==> src/rtl/twin_window_bridge.sv <==
module twin_window_bridge #(
  parameter int AW = 9,
  parameter int DW = 8
) (
  input  logic          clk,
  input  logic          rst,
  input  logic          cpu_sel,
  input  logic          cpu_we,
  input  logic [AW-1:0] cpu_addr,
  input  logic [DW-1:0] cpu_wdata,
  output logic          cpu_ready,
  output logic [DW-1:0] cpu_rdata,
  output logic          busy,
  output logic          tgt_req,
  output logic          tgt_we,
  output logic [AW-2:0] tgt_addr,
  output logic [DW-1:0] tgt_wdata,
  input  logic          tgt_ack,
  input  logic [DW-1:0] tgt_rdata
);
  localparam int OW = AW - 1;

  logic win_post;
  logic owner_q;

  assign win_post = cpu_addr[AW-1];

  always_ff @(posedge clk) begin
    if (rst) begin
      tgt_req   <= 1'b0;
      owner_q   <= 1'b0;
      tgt_we    <= 1'b0;
      tgt_addr  <= '0;
      tgt_wdata <= '0;
    end else if (tgt_req) begin
      if (tgt_ack) begin
        tgt_req <= 1'b0;
        owner_q <= 1'b0;
      end
    end else if (cpu_sel) begin
      tgt_req   <= 1'b1;
      owner_q   <= !(cpu_we && win_post);
      tgt_we    <= cpu_we;
      tgt_addr  <= cpu_addr[OW-1:0];
      tgt_wdata <= cpu_wdata;
    end
  end

  assign cpu_ready = !cpu_sel || (tgt_req ? (owner_q && tgt_ack) : (cpu_we && win_post));
  assign cpu_rdata = tgt_rdata;
  assign busy      = tgt_req && !owner_q;

  a_r8_req_hold: assert property (@(posedge clk) disable iff (rst)
    (tgt_req && !tgt_ack) |=> (tgt_req && $stable(tgt_addr) && $stable(tgt_wdata) && $stable(tgt_we)));
  a_r8_req_drop: assert property (@(posedge clk) disable iff (rst)
    (tgt_req && tgt_ack) |=> !tgt_req);
  a_r5_stall_open: assert property (@(posedge clk) disable iff (rst)
    (cpu_sel && tgt_req && !tgt_ack) |-> !cpu_ready);
  a_r4_post_busy: assert property (@(posedge clk) disable iff (rst)
    (cpu_sel && cpu_we && win_post && !tgt_req) |=> busy);
  a_r6_read_stall: assert property (@(posedge clk) disable iff (rst)
    (cpu_sel && !cpu_we && !tgt_req) |-> !cpu_ready);
  a_r2_launch_addr: assert property (@(posedge clk) disable iff (rst)
    (cpu_sel && !tgt_req) |=> (tgt_req && tgt_addr == $past(cpu_addr[OW-1:0])));
  a_r9_reset_clear: assert property (@(posedge clk) rst |=> (!tgt_req && !busy));
endmodule

==> config.mk <==
export PLATFORM = sky130hd
export DESIGN_NAME = twin_window_bridge
export DESIGN_NICKNAME = d
export VERILOG_FILES = /design/src/rtl/twin_window_bridge.sv
export SDC_FILE = /design/constraint.sdc
export NUM_CORES = 1
export LEC_CHECK = 0
export BUFFER_PORTS_ARGS = -buffer_cell sky130_fd_sc_hd__buf_2
export CAP_MARGIN = 20
export CORE_MARGIN = 1.5
export CORE_UTILIZATION = 36
export CTS_BUF_LIST = sky130_fd_sc_hd__clkbuf_16
export DETAILED_ROUTE_END_ITERATION = 12
export GPL_TIMING_DRIVEN = 0
export PLACE_DENSITY = 0.8
export RECOVER_POWER = 25
export SLEW_MARGIN = 20
export SYNTH_ARGS = -nofsm -noshare
export SYNTH_HDL_FRONTEND = slang
export SYNTH_SLANG_ARGS = --single-unit
==> constraint.sdc <==
create_clock -name clk -period 1.18 [get_ports clk]
set_clock_uncertainty 0.2 [all_clocks]
set_input_delay 0.236 -clock clk [delete_from_list [all_inputs] [get_ports clk]]
set_output_delay 0.236 -clock clk [all_outputs]
set_load 0.03 [all_outputs]
# Word-level counts from Yosys, hierarchy flattened
# Index checks and enable logic that the tools add are counted.
totals:
  output_inout_bits: 28
  input_bits: 30
  wordCells: 24
  register_bits: 19
classes:
  n_reduce_logical: 10
  eq_ne: 1
  mux: 7
  n_bitwise: 1
ops:
  columns: ["operator", "count"]
  rows:
  - ["$mux 1", 7]
  - ["$reduce_and 2->1", 2]
  - ["$logic_and 1x1->1", 3]
  - ["$logic_not 1->1", 3]
  - ["$ne 2x1->1 const B", 1]
  - ["$reduce_bool 2->1", 1]
  - ["$logic_or 1x1->1", 1]
  - ["$not 1->1", 1]

# Longest topological paths before layout
# Gate-level depths: netlist of run 1.
logic_depth:
  depth_word: 4
  mapped_depth: 5
  depth_no_buf: 3

# Least setup slack after synthesis of run 1
# No wires, ideal clock.
synth_timing:
  path_kind: "register to output"
  from: "register tgt_req"
  to: "output port busy"
  t_required_ns: 0.744
  t_arrival_ns: 1.102
  path_slack_ns: -0.358
  path_buffers: 0
  stages_incl_launch_ff: 2
  path_cell_list: "dfxtp_1 > nor2b_1"
synth_via:
  elab_chain_len: 1
synth_rtl:
  columns: ["element", "line", "text"]
  rows:
  - ["from (decl)", "14", "output logic tgt_req,"]
  - ["from (signal assigned)", "30", "tgt_req <= 1'b0;"]
  - ["from (signal assigned)", "37", "tgt_req <= 1'b0;"]
  - ["from (signal assigned)", "41", "tgt_req <= 1'b1;"]
  - ["$logic_and 1x1->1", "51", "assign busy = tgt_req && !owner_q;"]
  - ["to (decl)", "13", "output logic busy,"]
# Every way passes these cells.

# Final worst setup path of run 1
layout_timing:
  from: "register tgt_req"
  to: "output port cpu_ready"
layout_via:
  elab_chain_len: 2
layout_rtl:
  columns: ["element", "line", "text"]
  rows:
  - ["$mux 1", "49", "assign cpu_ready = !cpu_sel || (tgt_req ? (owner_q && tgt_ack) : (cpu_we && win_post));"]
  - ["$logic_or 1x1->1", "49", null]
  - ["to (decl)", "11", "output logic cpu_ready,"]
# Every way passes these cells.

==> results.toml, run 1 <==
[clock_network]
hold_buffers = 0
clkTransAtPathRegs_ns = 0.05
clk_latency_ns = 0.25
ctsHtreeMaxLevel = 1
clockRootBuffer = "clkbuf_16"
cts_num_sinks = 19
cts_made_buffers = 3
clockBufferDepth = 2
cts_tree = "built"

[synthesis]
avgSynthCellArea_um2 = 8.745
yosysTopAreaCellShare = 0.4578
yosys_register_bits = 19
synth_seq_area_share = 0.4578
synth_commonest_cells = "nand2_1 (26), dfxtp_1 (19), buf_4 (11)"
yosysWarnings = 0
syn_nets = 125
synth_top_area_cell = "dfxtp_1"
synth_area_leaders = "dfxtp_1 (46%), nand2_1 (12%), buf_4 (9.9%)"
async_flop_share = 0
yosysMostFrequentCell = "nand2_1"
synth-main-ff-cell = "dfxtp_1"
yosysUniqueCellTypes = 17
netlist_area_um2 = 830.8
netlist_instances = 95
synth_edf_count = 0

[timing]
timing.final.ws_setup_ns = -0.2399
final_hold_viol_count = 0
max_freq_ghz = 0.7043
maxSlewHeadroom = 0.7610
worst_pin_slew_ns = 0.3600
setup_violations = 21
min_period_ns = 1.420
period_share = 1.203
rsz0062_at_grt = "yes"
maxSlewViolCount = 0
setup-tns-final_ns = -2.503

[route]
drt_iter0_drc = 5
ant_nets = 0
wl_per_cell_um = 13.10
postRouteWirelength_um = 2410
dr.pass1.iters = 4
num_vias = 855
drc_errors = 0
vias_per_cell = 4.647

[global_route]
grt_pass1_wl_um = 3042
first_global_vias = 701
grt_usage = 0.1562
grt_max_degree = 11
grt-ovfl-total = 0
grt_antenna_before_repair = 0

[setup_path]
cpLargestDelayFamily = "flip-flops"
path_max_fanout = 7
slowest_stage = "dfxtp_4"
crit_chain = "o211ai_1 > buf_4"
critPathBufInv = 1
cp-start-kind = "flip-flop"
cpPeakStageDelay_ns = 0.36
critPathArrivalTime_ns = 0.98
crit_required_ns = 0.74
crit_type = "flip-flop to output pin"
endpoint_kind = "output pin"

[floorplanning]
rows = 17
dieArea_um2 = 2605
die_h_um = 51.04
coreArea_um2 = 2191
die_w_um = 51.04
ios = 58
initial_core_util = 0.3792

[run_status]
status = "finished, violations left"
violations = "setup timing"

[placement]
place_hpwl_um = 1369
place_congestion = 0.6468
pre_cts_ws_ns = -0.08953
place_area_um2 = 1120
portBuffers = 48

[power_and_ir_drop]
p_per_area_nw_per_um2 = 1255
ir_worst_vdd_mv = 1.076
p_leak_nw = 0.7117

[finish]
final_cell_area_um2 = 1529
fin_nets = 187
drive_above_1_share = 0.7628
nFillCells = 173
diodes = 0
area_growth_syn_to_layout_pct = 84.04

[flow_run]
drv_cap = 0

[worst_hold_path]
hp-class = "input pin to flip-flop"
## kinds of logic (layout without fill, tap and decap cells)
logic type	Yosys count	count (layout)	synth area share
buffers and inverters	14	75	0.1355
and+or+nand+nor	41	41	0.2274
AOI/OAI and AO/OA	20	20	0.1672
DFF	19	19	0.4578
muxes	1	1	0.01205
## what timing repair did
action | in CTS | in global routing
cloned | 1 | 1
resized for setup | 46 | 35
pin swaps | 1 | 9
setup buffers | 5 | 3
endpoints found under the setup margin | 31 | 32
## state kept, by name, indices dropped and copies added, names as in the netlist
name / cells
tgt_we: 1
tgt_wdata: 8
tgt_addr: 8
tgt_req: 1
owner_q: 1
## worst reg2reg max path: cells and delay by family, from the launching register on
kind	cells	cell delay [ns]
DFF	1	0.36
buffers and inverters	2	0.33
and+or+nand+nor	2	0.27
AOI/OAI and AO/OA	1	0.05
## through the flow
| step | util | total power [mW] | std cells | hold WS [ns] |
|---|---|---|---|---|
| after floorplan | - | 0.9804 | 95 | 0.1720 |
| after global placement | 0.5111 | 1.081 | 171 | 0.2387 |
| after detailed placement | 0.5111 | 1.091 | 171 | 0.2441 |
| after CTS | 0.6299 | 1.849 | 181 | 0.02110 |
| after global routing | 0.6979 | 1.995 | 184 | 0.02229 |
| final | 0.6979 | 1.919 | 184 | 0.01885 |
## final timing paths
check / start / to / slack [ns] / depth (start not counted)
max: tgt_req$_SDFF_PP0_ / cpu_ready / -0.24 / 2
min: cpu_addr[3] / tgt_addr[3]$_SDFFE_PP0P_ / 0.02 / 3
max reg2reg: tgt_req$_SDFF_PP0_ / tgt_wdata[4]$_SDFFE_PP0P_ / -0.15 / 5
min reg2reg: tgt_addr[6]$_SDFFE_PP0P_ / tgt_addr[6]$_SDFFE_PP0P_ / 0.26 / 2
## layout by cell type (no fill, tap or decap)
master and count:
nand2b_4 1, dfxtp_2 17, nor2b_1 1, mux2i_1 1, nand2_1 21, inv_1 1
nand2_4 8, a21oi_2 14, buf_2 25, clkbuf_2 1, buf_12 2, a22oi_1 1
nor2_1 1, dfxtp_1 1, nor2b_2 1, nand3_2 1, o211ai_1 1, a21oi_1 4
dfxtp_4 1, clkbuf_1 4, buf_4 14, or2b_1 1, buf_6 24, clkbuf_16 4
nand2_2 6
## where the power goes
part / switching, mW / internal [mW] / total, mW / leakage (nW)
clock: 0.230 / 0.450 / 0.680 / 0.0423
sequential: 0.0374 / 0.689 / 0.727 / 0.163
combinational: 0.271 / 0.242 / 0.512 / 0.506
## layout make-up
cell class	instances	area [um2]	area share
Sequential cell	19	405.4	0.2651
Buffer	13	108.9	0.07119
Clock inverter	1	3.754	0.002455
Clock buffer	3	75.07	0.04910
Timing Repair Buffer	58	476.7	0.3118
Tap cell	28	35.03	0.02291
Multi-Input combinational cell	62	424.2	0.2774
## layer usage
layer	wire, um	track usage	vias to the layer above	part of all wire
met2	1311	0.2662	38	0.54
met3	150	0.04971	0	0.062
met1	948	0.1793	395	0.39
met4	0	0.06306	0	0
met5	0	0	-	0
li1	-	-	422	-
Power figures use the tool's default switching activity.
==> run 2: changes to the inputs <==
- CORE_ASPECT_RATIO: default -> 1.5
==> results.toml, run 2 (synthesized netlist as in run 1, its figures left out) <==
[floorplanning]
initial_core_util = 0.3764
ios = 58
rows = 21
die_w_um = 42.23
die_h_um = 61.84
dieArea_um2 = 2611
coreArea_um2 = 2207

[setup_path]
crit_required_ns = 0.74
path_max_fanout = 5
cpPeakStageDelay_ns = 0.36
crit_chain = "o211ai_1 > buf_4"
slowest_stage = "dfxtp_4"
critPathArrivalTime_ns = 0.99
crit_type = "flip-flop to output pin"
critPathBufInv = 1
cpLargestDelayFamily = "flip-flops"
endpoint_kind = "output pin"
cp-start-kind = "flip-flop"

[finish]
register_area_um2 = 407.9
final_cell_area_um2 = 1645
final_cell_mix = "buf_2 (25), buf_6 (23), buf_4 (17)"
diodes = 0
final_common_cell = "buf_2"
drive_above_1_share = 0.8457
area_growth_syn_to_layout_pct = 98.04
fin_nets = 193
nFillCells = 139
reg_top3 = "tgt_addr (8), tgt_wdata (8)"
multi_input_area_um2 = 450.4

[clock_network]
ctsHtreeMaxLevel = 1
clockRootBuffer = "clkbuf_16"
cts_made_buffers = 3
clockBufferDepth = 2
clk_latency_ns = 0.25
clkTransAtPathRegs_ns = 0.05
cts_tree = "built"
hold_buffers = 0
cts_num_sinks = 19

[global_route]
grt_max_degree = 11
first_global_vias = 801
grt_antenna_before_repair = 0
grt-ovfl-total = 0
grt_pass1_wl_um = 3470
grt_usage = 0.1794

[timing]
maxSlewViolCount = 0
maxSlewHeadroom = 0.7622
worst_pin_slew_ns = 0.3582
holdWs_ns = 0.01214
timing.final.ws_setup_ns = -0.2458
max_freq_ghz = 0.7013
period_share = 1.208
final_hold_viol_count = 0
min_period_ns = 1.426
setup_violations = 24
rsz0062_at_grt = "yes"

[route]
wl_per_cell_um = 14.51
drc_errors = 0
ant_nets = 0
postRouteWirelength_um = 2684
num_vias = 900
vias_per_cell = 4.865
dr.pass1.iters = 4
drt_iter0_drc = 11

[power_and_ir_drop]
p_leak_nw = 0.7526
power_mw = 1.990
ir_worst_vdd_mv = 0.7974
p_int_mw = 1.431
p_switching_mw = 0.5592
p_comb_frac = 0.294
power_frac_seq = 0.364
pwr-share-clk = 0.342
p_per_area_nw_per_um2 = 1209
switching_share = 0.2810

[run_status]
violations = "setup timing"
status = "finished, violations left"

[placement]
place_hpwl_um = 1438
place_area_um2 = 1114
place_congestion = 0.6830
portBuffers = 48

[worst_hold_path]
hp-class = "input pin to flip-flop"

[flow_run]
drv_cap = 0
-- run 2: changes by cell type in the layout (fill, tap and decap cells not counted), moves of 2 or more --
| cell | delta |
|---|---|
| nand2_1 | -7 |
| a21oi_1 | -2 |
| buf_12 | +2 |
| buf_4 | +3 |
| a21oi_2 | +2 |
| nand2_2 | +10 |
| nand2_4 | -3 |
-- run 2: worst paths after layout --
kind / startpoint / to / slack, ns / cells after the start
setup reg to reg: tgt_req$_SDFF_PP0_ / tgt_wdata[3]$_SDFFE_PP0P_ / -0.21 / 6
hold / removal: cpu_addr[0] / tgt_addr[0]$_SDFFE_PP0P_ / 0.01 / 3
hold reg to reg: tgt_addr[1]$_SDFFE_PP0P_ / tgt_addr[1]$_SDFFE_PP0P_ / 0.26 / 2
setup / recovery: tgt_req$_SDFF_PP0_ / cpu_ready / -0.25 / 2
-- run 2: worst register-to-register path, delay by kind of cell, from the launching register on --
family / cells / cell delay [ns]
simple gates: 2 / 0.26
buf+inv: 3 / 0.40
flops: 1 / 0.36
compound gates: 1 / 0.05
-- run 2: power groups by stage --
stage          Combinational, mW  Clock (mW)  Sequential [mW]
2_1_floorplan              0.188           0            0.793
3_3_place_gp               0.364           0            0.718
3_5_place_dp               0.371           0            0.720
4_1_cts                    0.491       0.696            0.718
5_1_grt                    0.616       0.725            0.727
6_report                   0.584       0.681            0.725
-- run 2: metal layers --
metal	global-route usage	vias to the layer above	part of all wire
met2	0.3582	43	0.59
met1	0.1809	420	0.34
met5	0	-	0
met3	0.04046	4	0.059
met4	0.06696	0	0.014
li1	-	433	-
-- run 2: final cells by class --
| cell class | instances | area share |
|---|---|---|
| clock inverters | 1 | 0.002281 |
| well taps | 23 | 0.01749 |
| clock buffers | 3 | 0.04563 |
| flip-flops and latches | 19 | 0.2479 |
| multi-input cells | 62 | 0.2738 |
| plain buffers | 13 | 0.07072 |
| repair buffers | 64 | 0.3422 |
-- run 2: timing repair --
item | 4_1_cts | 5_1_grt
setup endpoints to repair | 31 | 34
gates resized for setup | 52 | 42
buffers inserted | 7 | 7
pin swaps | 2 | 6
gates cloned | 1 | 1
-- run 2: through the flow --
stage | TNS [ns] | cells | setup WS [ns] | util
after floorplan | -0.6771 | 95 | -0.1650 | -
after CTS | -3.306 | 178 | -0.2455 | 0.6553
final | -3.316 | 185 | -0.2458 | 0.7455
after global routing | -4.273 | 185 | -0.2845 | 0.7455
after global placement | -0.4566 | 166 | -0.04552 | 0.5045
after detailed placement | -0.9479 | 166 | -0.1034 | 0.5045
==> run 3: changes to the inputs <==
- ABC_AREA: default -> 1
- CORE_UTILIZATION: 36 -> 37
- PLACE_DENSITY: 0.8 -> 0.78
==> results.toml, run 3 <==
[run_status]
status = "finished, violations left"
violations = "setup timing"

[clock_network]
clk_latency_ns = 0.25
cts_made_buffers = 3
clockBufferDepth = 2
clockRootBuffer = "clkbuf_16"
cts_tree = "built"
clkTransAtPathRegs_ns = 0.05
ctsHtreeMaxLevel = 1
cts_num_sinks = 19

[synthesis]
yosys_register_bits = 19
syn_nets = 146
yosysUniqueCellTypes = 19
synthAdderAreaFrac = 0
synth_area_leaders = "dfxtp_1 (41%), nand3b_1 (14%), nor2_1 (11%)"
netlist_area_um2 = 928.4
synth_edf_count = 0
yosysMostFrequentCell = "nor2_1"
synth_xor_area_frac = 0
async_flop_share = 0
synth_top_area_cell = "dfxtp_1"
synthMuxAreaShare = 0
synth-main-ff-cell = "dfxtp_1"
netlist_instances = 116
synth_top_family_by_area = "simple AND/OR/NAND/NOR gates"
synth_compound_area_frac = 0.02426
yosysWarnings = 0
yosysTopAreaCellShare = 0.4097
synth_seq_area_share = 0.4097
synth-simple-area-share = 0.4178
synth_commonest_cells = "nor2_1 (27), nand2_1 (20), dfxtp_1 (19), nand3b_1 (17)"
avgSynthCellArea_um2 = 8.003

[global_route]
grt_antenna_before_repair = 0
grt-ovfl-total = 0
grt_usage = 0.1783
grt_pass1_wl_um = 3815
first_global_vias = 939
grt_max_degree = 12

[floorplanning]
rows = 22
dieArea_um2 = 2825
ios = 58
initial_core_util = 0.3833
die_h_um = 64.35
die_w_um = 43.90
coreArea_um2 = 2422

[route]
num_vias = 948
ant_nets = 0
postRouteWirelength_um = 2334
wl_per_cell_um = 11.61
vias_per_cell = 4.716
drc_errors = 0
dr.pass1.iters = 4
drt_iter0_drc = 20

[flow_run]
drv_cap = 0

[placement]
place_congestion = 0.7549
place_hpwl_um = 1595
portBuffers = 49
place_area_um2 = 1215
pre_cts_ws_ns = -0.2607
dp.cells = 189

[power_and_ir_drop]
p_leak_nw = 0.7412
ir_worst_vdd_mv = 0.7125
p_per_area_nw_per_um2 = 1321

[finish]
fin_util = 0.6327
final_cell_mix = "buf_2 (25), nor2_1 (22), buf_6 (21)"
fin_nets = 208
reg_top3 = "tgt_addr (8), tgt_wdata (8)"
drive_above_1_share = 0.5989
stdcell_count = 201
nFillCells = 197
final_cell_area_um2 = 1533
multi_input_area_um2 = 432.9
register_area_um2 = 406.6
final_common_cell = "buf_2"
diodes = 0
area_growth_syn_to_layout_pct = 65.09

[timing]
period_share = 1.240
setup_violations = 14
final_hold_viol_count = 0
rsz0062_at_grt = "yes"
min_period_ns = 1.463
max_freq_ghz = 0.6835
worst_pin_slew_ns = 0.3638
setup-tns-final_ns = -2.052
timing.final.ws_setup_ns = -0.2831
maxSlewViolCount = 0
maxSlewHeadroom = 0.7585

[worst_hold_path]
hold_path_depth = 4
hp-class = "input pin to flip-flop"

[setup_path]
crit_type = "flip-flop to output pin"
crit_required_ns = 0.74
rr_worst_depth = 7
cp-start-kind = "flip-flop"
critPathArrivalTime_ns = 1.03
path_max_fanout = 4
endpoint_kind = "output pin"
==> run 3: cell types whose count changed in the layout (fill, tap and decap cells not counted), sizes merged <==
cell | previous run | this run
a21oi | 18 | 2
a22oi | 1 | 0
buf | 71 | 63
clkinv | 0 | 2
dlygate4sd3 | 0 | 1
inv | 1 | 3
mux2i | 1 | 0
nand2 | 35 | 21
nand2b | 1 | 0
nand3b | 0 | 17
nor2 | 1 | 37
nor2b | 2 | 0
o21ai | 0 | 1
or2b | 1 | 0
==> run 3: cells by family after synthesis <==
logic type	Yosys count
AO/OA/AOI/OAI	4
buffers and inverters	17
flip-flops	19
AND/OR/NAND/NOR	76
==> run 3: cell type report <==
class,count,share of cell area
plain buffers,13,0.08408
clock buffers,3,0.04898
clock inverters,1,0.003265
inverters,4,0.01796
multi-input cells,80,0.2824
flip-flops and latches,19,0.2653
well taps,24,0.01959
repair buffers,57,0.2784
==> run 3: worst max-delay path, cell delays in order (launching register included) <==
cell and delay, ns:
dfxtp_4 0.39, inv_8 0.03, clkbuf_16 0.13, nor2_4 0.09
buf_6 0.14
==> run 3: power breakdown <==
group / internal, mW / leakage, nW / total (mW) / switching (mW)
logic: 0.276 / 0.536 / 0.586 / 0.310
clock network: 0.454 / 0.0409 / 0.681 / 0.227
registers: 0.708 / 0.164 / 0.758 / 0.0498
total: 1.44 / 0.741 / 2.02 / 0.587
==> run 3: what timing repair did <==
action	in CTS	in global routing
buffers inserted	5	2
hold buffers	1	0
hold endpoints to repair	1	0
resized for setup	52	16
setup endpoints to repair	30	27
pin swaps	0	2
==> run 3: final timing paths <==
check / from / to / slack, ns
max reg2reg: tgt_req$_SDFF_PP0_ / tgt_wdata[5]$_SDFFE_PP0P_ / -0.15
max: tgt_req$_SDFF_PP0_ / busy / -0.28
min reg2reg: tgt_wdata[1]$_SDFFE_PP0P_ / tgt_wdata[1]$_SDFFE_PP0P_ / 0.29
min: rst / owner_q$_SDFFE_PP0P_ / 0.03
==> run 3: metal layers <==
metal	wire length, um	GRT usage
met5	0	0
met4	47	0.07955
met3	109	0.02542
met2	1305	0.3272
met1	871	0.1909
==> run 3: per-stage QoR <==
step,power (mW),hold WS (ns)
global placement,1.206,0.2381
global route,2.113,0.05423
floorplan,1.085,0.1209
detailed placement,1.219,0.2488
finish,2.024,0.02577
CTS,2.015,0.02677
